--- config.mk ---
export PLATFORM = sky130hd
export DESIGN_NAME = sdes_rx_align
export DESIGN_NICKNAME = d
export VERILOG_FILES = /design/src/rtl/sdes_pkg.sv /design/src/rtl/sdes_frame.sv /design/src/rtl/sdes_los.sv /design/src/rtl/sdes_clkdiv.sv /design/src/rtl/sdes_rx_align.sv
export SDC_FILE = /design/constraint.sdc
export NUM_CORES = 1
export LEC_CHECK = 0
export BUFFER_PORTS_ARGS = -buffer_cell sky130_fd_sc_hd__buf_2
export CAP_MARGIN = 20
export CORE_MARGIN = 1.5
export CORE_UTILIZATION = 40
export CTS_CLUSTER_SIZE = 16
export DETAILED_ROUTE_END_ITERATION = 10
export HOLD_SLACK_MARGIN = 0.1
export PLACE_DENSITY = 0.58
export SYNTH_ARGS = -nofsm -noshare
export SYNTH_HDL_FRONTEND = slang
export SYNTH_SLANG_ARGS = --single-unit
--- constraint.sdc ---
create_clock -name clk -period 2.45 [get_ports clk]
set_input_delay 0.245 -clock clk [delete_from_list [all_inputs] [get_ports clk]]
set_output_delay 0.245 -clock clk [all_outputs]
set_load 0.005 [all_outputs]
--- src/rtl/sdes_pkg.sv ---
package sdes_pkg;

   // Which tick drives the character-rate divider.
   typedef enum logic {
      SRC_LINE = 1'b0,
      SRC_REF  = 1'b1
   } tick_src_e;

   // Half-period length in ticks for a given full division ratio.
   function automatic int unsigned half_of(input int unsigned ratio);
      return ratio / 2;
   endfunction

endpackage

--- src/rtl/sdes_frame.sv ---
module sdes_frame #(
   parameter int unsigned CHAR_W  = 10,
   parameter int unsigned COMMA_W = 7,
   parameter logic [COMMA_W-1:0] COMMA_PAT = 7'h7C
) (
   input  logic              clk,
   input  logic              rst,
   input  logic              bit_tick,
   input  logic              ser_in,
   output logic [CHAR_W-1:0] char_q,
   output logic              comma_q,
   output logic              stb_q
);

   localparam int unsigned CNT_W = $clog2(CHAR_W);
   localparam logic [CNT_W-1:0] LAST_POS = CNT_W'(CHAR_W - 1);

   logic [CHAR_W-1:0] win_q;
   logic [CHAR_W-1:0] win_nx;
   logic [CNT_W-1:0]  pos_q;
   logic              comma_hit;

   // Newest bit enters at the top, so the oldest of ten sits in bit 0.
   assign win_nx = {ser_in, win_q[CHAR_W-1:1]};

   generate
      if (COMMA_W == CHAR_W) begin : g_full_cmp
         assign comma_hit = (win_nx == COMMA_PAT);
      end else begin : g_part_cmp
         assign comma_hit = (win_nx[COMMA_W-1:0] == COMMA_PAT);
      end
   endgenerate

   always_ff @(posedge clk) begin
      if (rst) begin
         // All ones: a partly filled window can never look like a comma.
         win_q   <= '1;
         pos_q   <= '0;
         char_q  <= '0;
         comma_q <= 1'b0;
         stb_q   <= 1'b0;
      end else begin
         stb_q <= 1'b0;
         if (bit_tick) begin
            win_q <= win_nx;
            if (comma_hit || (pos_q == LAST_POS)) begin
               pos_q   <= '0;
               char_q  <= win_nx;
               comma_q <= comma_hit;
               stb_q   <= 1'b1;
            end else begin
               pos_q <= pos_q + 1'b1;
            end
         end
      end
   end

endmodule

--- src/rtl/sdes_los.sv ---
module sdes_los #(
   parameter int unsigned QUIET_LIMIT = 64
) (
   input  logic clk,
   input  logic rst,
   input  logic bit_tick,
   input  logic ser_in,
   input  logic ref_tick,
   output logic lost_q
);

   localparam int unsigned RUN_W = $clog2(QUIET_LIMIT + 1);
   localparam logic [RUN_W-1:0] RUN_END = RUN_W'(QUIET_LIMIT - 1);

   logic [RUN_W-1:0] run_q;
   logic             prev_q;
   logic             edge_seen;

   assign edge_seen = bit_tick && (ser_in != prev_q);

   always_ff @(posedge clk) begin
      if (rst) begin
         prev_q <= 1'b0;
         run_q  <= '0;
         lost_q <= 1'b0;
      end else begin
         if (bit_tick) begin
            prev_q <= ser_in;
         end
         if (edge_seen) begin
            run_q  <= '0;
            lost_q <= 1'b0;
         end else if (ref_tick) begin
            if (run_q == RUN_END) begin
               lost_q <= 1'b1;
            end else begin
               run_q <= run_q + 1'b1;
            end
         end
      end
   end

endmodule

--- src/rtl/sdes_clkdiv.sv ---
module sdes_clkdiv
   import sdes_pkg::*;
#(
   parameter int unsigned DIV_SLOW = 20,
   parameter int unsigned DIV_FAST = 10,
   parameter bit          N_AS_FLOP = 1'b1
) (
   input  logic clk,
   input  logic rst,
   input  logic tick,
   input  logic rate_fast,
   output logic clk_p,
   output logic clk_n
);

   localparam int unsigned H_SLOW = half_of(DIV_SLOW);
   localparam int unsigned H_FAST = half_of(DIV_FAST);
   localparam int unsigned PC_W   = $clog2(H_SLOW);

   logic [PC_W-1:0] phase_q;
   logic [PC_W-1:0] phase_end;
   logic            flip;

   assign phase_end = rate_fast ? PC_W'(H_FAST - 1) : PC_W'(H_SLOW - 1);
   assign flip      = tick && (phase_q >= phase_end);

   // Phase is carried across source changes: a half-period never shrinks.
   always_ff @(posedge clk) begin
      if (rst) begin
         phase_q <= '0;
         clk_p   <= 1'b0;
      end else if (tick) begin
         if (flip) begin
            phase_q <= '0;
            clk_p   <= ~clk_p;
         end else begin
            phase_q <= phase_q + 1'b1;
         end
      end
   end

   generate
      if (N_AS_FLOP) begin : g_n_flop
         always_ff @(posedge clk) begin
            if (rst) begin
               clk_n <= 1'b1;
            end else if (flip) begin
               clk_n <= clk_p;
            end
         end
      end else begin : g_n_inv
         assign clk_n = ~clk_p;
      end
   endgenerate

endmodule

--- src/rtl/sdes_rx_align.sv ---
module sdes_rx_align
   import sdes_pkg::*;
#(
   parameter int unsigned CHAR_W      = 10,
   parameter int unsigned COMMA_W     = 7,
   parameter logic [COMMA_W-1:0] COMMA_PAT = 7'h7C,
   parameter int unsigned QUIET_LIMIT = 64,
   parameter int unsigned DIV_SLOW    = 20,
   parameter int unsigned DIV_FAST    = 10,
   parameter bit          N_AS_FLOP   = 1'b1
) (
   input  logic              clk,
   input  logic              rst,
   input  logic              bit_tick,
   input  logic              ser_in,
   input  logic              ref_tick,
   input  logic              rate_fast,
   output logic [CHAR_W-1:0] char_out,
   output logic              char_stb,
   output logic              comma_flag,
   output logic              rclk_p,
   output logic              rclk_n
);

   generate
      if (COMMA_W > CHAR_W) begin : g_bad_comma
         $error("sdes_rx_align: comma wider than character");
      end
      if (CHAR_W < 2) begin : g_bad_char
         $error("sdes_rx_align: character width below 2");
      end
      if ((DIV_SLOW % 2) != 0 || (DIV_FAST % 2) != 0) begin : g_bad_div
         $error("sdes_rx_align: division ratios must be even");
      end
      if (DIV_FAST < 4 || DIV_FAST > DIV_SLOW) begin : g_bad_order
         $error("sdes_rx_align: need 4 <= DIV_FAST <= DIV_SLOW");
      end
      if (QUIET_LIMIT < 2) begin : g_bad_quiet
         $error("sdes_rx_align: quiet limit below 2");
      end
   endgenerate

   logic      lost;
   logic      tick_src;
   tick_src_e src_sel;

   sdes_frame #(
      .CHAR_W   (CHAR_W),
      .COMMA_W  (COMMA_W),
      .COMMA_PAT(COMMA_PAT)
   ) u_frame (
      .clk     (clk),
      .rst     (rst),
      .bit_tick(bit_tick),
      .ser_in  (ser_in),
      .char_q  (char_out),
      .comma_q (comma_flag),
      .stb_q   (char_stb)
   );

   sdes_los #(
      .QUIET_LIMIT(QUIET_LIMIT)
   ) u_los (
      .clk     (clk),
      .rst     (rst),
      .bit_tick(bit_tick),
      .ser_in  (ser_in),
      .ref_tick(ref_tick),
      .lost_q  (lost)
   );

   assign src_sel  = lost ? SRC_REF : SRC_LINE;
   assign tick_src = (src_sel == SRC_REF) ? ref_tick : bit_tick;

   sdes_clkdiv #(
      .DIV_SLOW (DIV_SLOW),
      .DIV_FAST (DIV_FAST),
      .N_AS_FLOP(N_AS_FLOP)
   ) u_div (
      .clk      (clk),
      .rst      (rst),
      .tick     (tick_src),
      .rate_fast(rate_fast),
      .clk_p    (rclk_p),
      .clk_n    (rclk_n)
   );

endmodule

==> impl_metrics.json <==
{
  "setup_tns_ps": 0,
  "fin_crit_sh_pct": 76.0,
  "htreeDepth": 2,
  "whs_ps": 250,
  "cellPowerDensity_nw_per_um2": 635,
  "vias_per_cell": 5.15,
  "drc_errors": 0,
  "arrival_ps": 2040,
  "yosys.area.top_type": "dfxtp_1",
  "hold_buffers": 0,
  "numCtsBuffers": 5,
  "startpoint": "u_div.phase_q[0]",
  "startpoint_type": "flip-flop",
  "crit_slowest_cell": "or4b_4",
  "crit_type": "flip-flop to flip-flop",
  "ant_nets": 0,
  "fp.dieW_um": 68.6,
  "hp-start": "ser_in",
  "finalSetupViolCount": 0,
  "slew_violations": 0,
  "io_pins": 20,
  "finalPower_mw": 1.23,
  "fillers": 374,
  "crit_family": "simple AND/OR/NAND/NOR gates",
  "grt_pass1_wl_um": 5390,
  "clock_skew_ps": 1.32,
  "drive_gt1_share_pct": 15.7,
  "ctsResizeCount": 0,
  "diodes": 0,
  "hold_viol": 0,
  "die-area_um2": 4700,
  "path_cells": "inv_1, ha_1, or4b_4, a21oi_4, nor2_2, o31a_1",
  "regToRegStartpoint": "u_div.phase_q[0]",
  "grt-ovfl-total": 0,
  "ys_ff_latch": 40,
  "fmax_mhz": 537,
  "grt_usage_pct": 15.4,
  "die_h_um": 68.6,
  "async_reset_ff_share_pct": 0,
  "start_util_pct": 42.4,
  "worstHoldEndpoint": "u_frame.char_q[9]",
  "first_pass_iters": 4,
  "cts_root_buffer": "clkbuf_8",
  "synth_cell_types": 36,
  "yosysMostFrequentCell": "dfxtp_1",
  "ys_seq_area_share_pct": 46.5,
  "rsz0062_at_grt": "no",
  "cts_tree": "done",
  "status": "finished clean",
  "crit_buf_inv": 1,
  "grt_max_degree": 36,
  "layout.nets": 210,
  "core_area_um2": 4060,
  "port_buffers": 19,
  "cp-end-kind": "flip-flop",
  "wl_per_cell_um": 12.6,
  "place_hpwl_um": 2200,
  "synth_top_area_share_pct": 46.5,
  "post_cts_buffers": 0,
  "wl_um": 3120,
  "antenna_found_initial": 0,
  "drv_cap": 0,
  "hold_class": "input pin to flip-flop",
  "regToRegSetupSlack_ps": 590,
  "gp_congestion": 0.737,
  "slew_headroom_pct": 59.9,
  "critPathRequiredTime_ps": 2630,
  "peakVddDrop_mv": 0.307,
  "ys.flop_type": "dfxtp_1",
  "r2r_end": "u_div.clk_n",
  "hold_depth": 3,
  "area_growth_pct": 12.9,
  "worstPathMaxFanout": 7,
  "syn_inst": 178,
  "insertion_delay_ps": 280,
  "tightest_slew_ps": 601,
  "syn_area_um2": 1720,
  "leakage_nw": 0.785,
  "clk_pin_slew_ps": 70,
  "slowest_delay_ps": 500,
  "fin_crit_ps": 1860,
  "cts.sinks": 40,
  "grt_pass1_vias": 1233,
  "vias": 1276,
  "drt_iter0_drc": 54,
  "avgSynthCellArea_um2": 9.67,
  "clockBufferDepth": 2,
  "synth.area.top_cells": "dfxtp_1 (47%), mux2i_1 (5.8%), ha_1 (5.1%), nor2_1 (4.1%), a211o_1 (4.1%)",
  "synth_nets": 191,
  "synth_common_cells": "dfxtp_1 (40), nor2_1 (19), mux2i_1 (10), nand2_1 (10), nor2b_1 (9)",
  "num_rows": 23,
  "reg2regPathDepth": 6,
  "synth_edf_count": 0,
  "ys_warn_count": 0
}
[where the power goes]
group / switching, mW / internal [mW]
combinational: 0.0518 / 0.0432
sequential: 0.0224 / 0.673
clock: 0.213 / 0.230
[area by class of cell]
cell class / count / area (um2) / share of cell area (%)
multi-input cells: 125 / 855 / 44.0
flip-flops and latches: 40 / 801 / 41.2
well taps: 50 / 62.6 / 3.22
inverters: 5 / 18.8 / 0.966
clock buffers: 8 / 90.1 / 4.64
repair buffers: 20 / 115 / 5.93
[routing by layer]
layer | track usage, % | vias to the layer above | routed length (um)
met5 | 0 | - | 0
met4 | 6.25 | 0 | 45
met3 | 5.03 | 5 | 119
met2 | 26.9 | 21 | 1500
met1 | 17.3 | 585 | 1450
li1 | - | 665 | -
[worst register-to-register path, stage by stage, from the launching register on]
cell and delay [ps]:
dfxtp_1 400, inv_1 60, ha_1 270, or4b_4 500, a21oi_4 230, nor2_2 60, o31a_1 240
[metrics by stage]
step | utilization (%) | instance area, um2 | instances | setup slack [ps]
2_1_floorplan | - | 1720 | 178 | 713
3_3_place_gp | 45.6 | 1850 | 240 | 627
3_5_place_dp | 45.6 | 1850 | 240 | 580
4_1_cts | 47.9 | 1940 | 248 | 566
5_1_grt | 47.9 | 1940 | 248 | 469
6_report | 47.9 | 1940 | 248 | 588
[layout by cell type, fill, tap and decap left out, drive strengths merged, types with 5 or more instances in the layout]
master  instances
a211o           8
a21oi           9
a31oi           6
buf            20
clkbuf          8
dfxtp          40
ha              7
inv             5
mux2i          11
nand2          10
nand3           5
nor2           20
nor2b           9
o21ai           6
[kinds of logic after synthesis]
logic type / after synthesis / share of synthesized area, %
buf+inv: 13 / 3.78
simple gates: 67 / 20.6
fa+ha+maj: 7 / 5.09
mux: 11 / 7.13
compound gates: 34 / 13.8
flops: 40 / 46.5
xor+xnor: 6 / 3.05
[state kept, by name, summed over array words and instances, names as in the netlist]
name and cells:
u_frame.char_q 10, u_frame.comma_q 1, u_div.clk_p 1, u_frame.stb_q 1, u_div.phase_q 4, u_div.clk_n 1
u_los.prev_q 1, u_frame.win_q 9, u_los.run_q 7, u_los.lost_q 1, u_frame.pos_q 4
[worst max path at each step]
stage	slack, ps	depth (start not counted)	to
finish	590	6	u_div.clk_n
global route	470	6	u_div.phase_q[3]
CTS	570	6	u_div.clk_n
detailed placement	580	6	u_div.clk_n
global placement	630	6	u_div.clk_n
floorplan	710	6	u_div.clk_n
(Power assumes the default switching activity.)
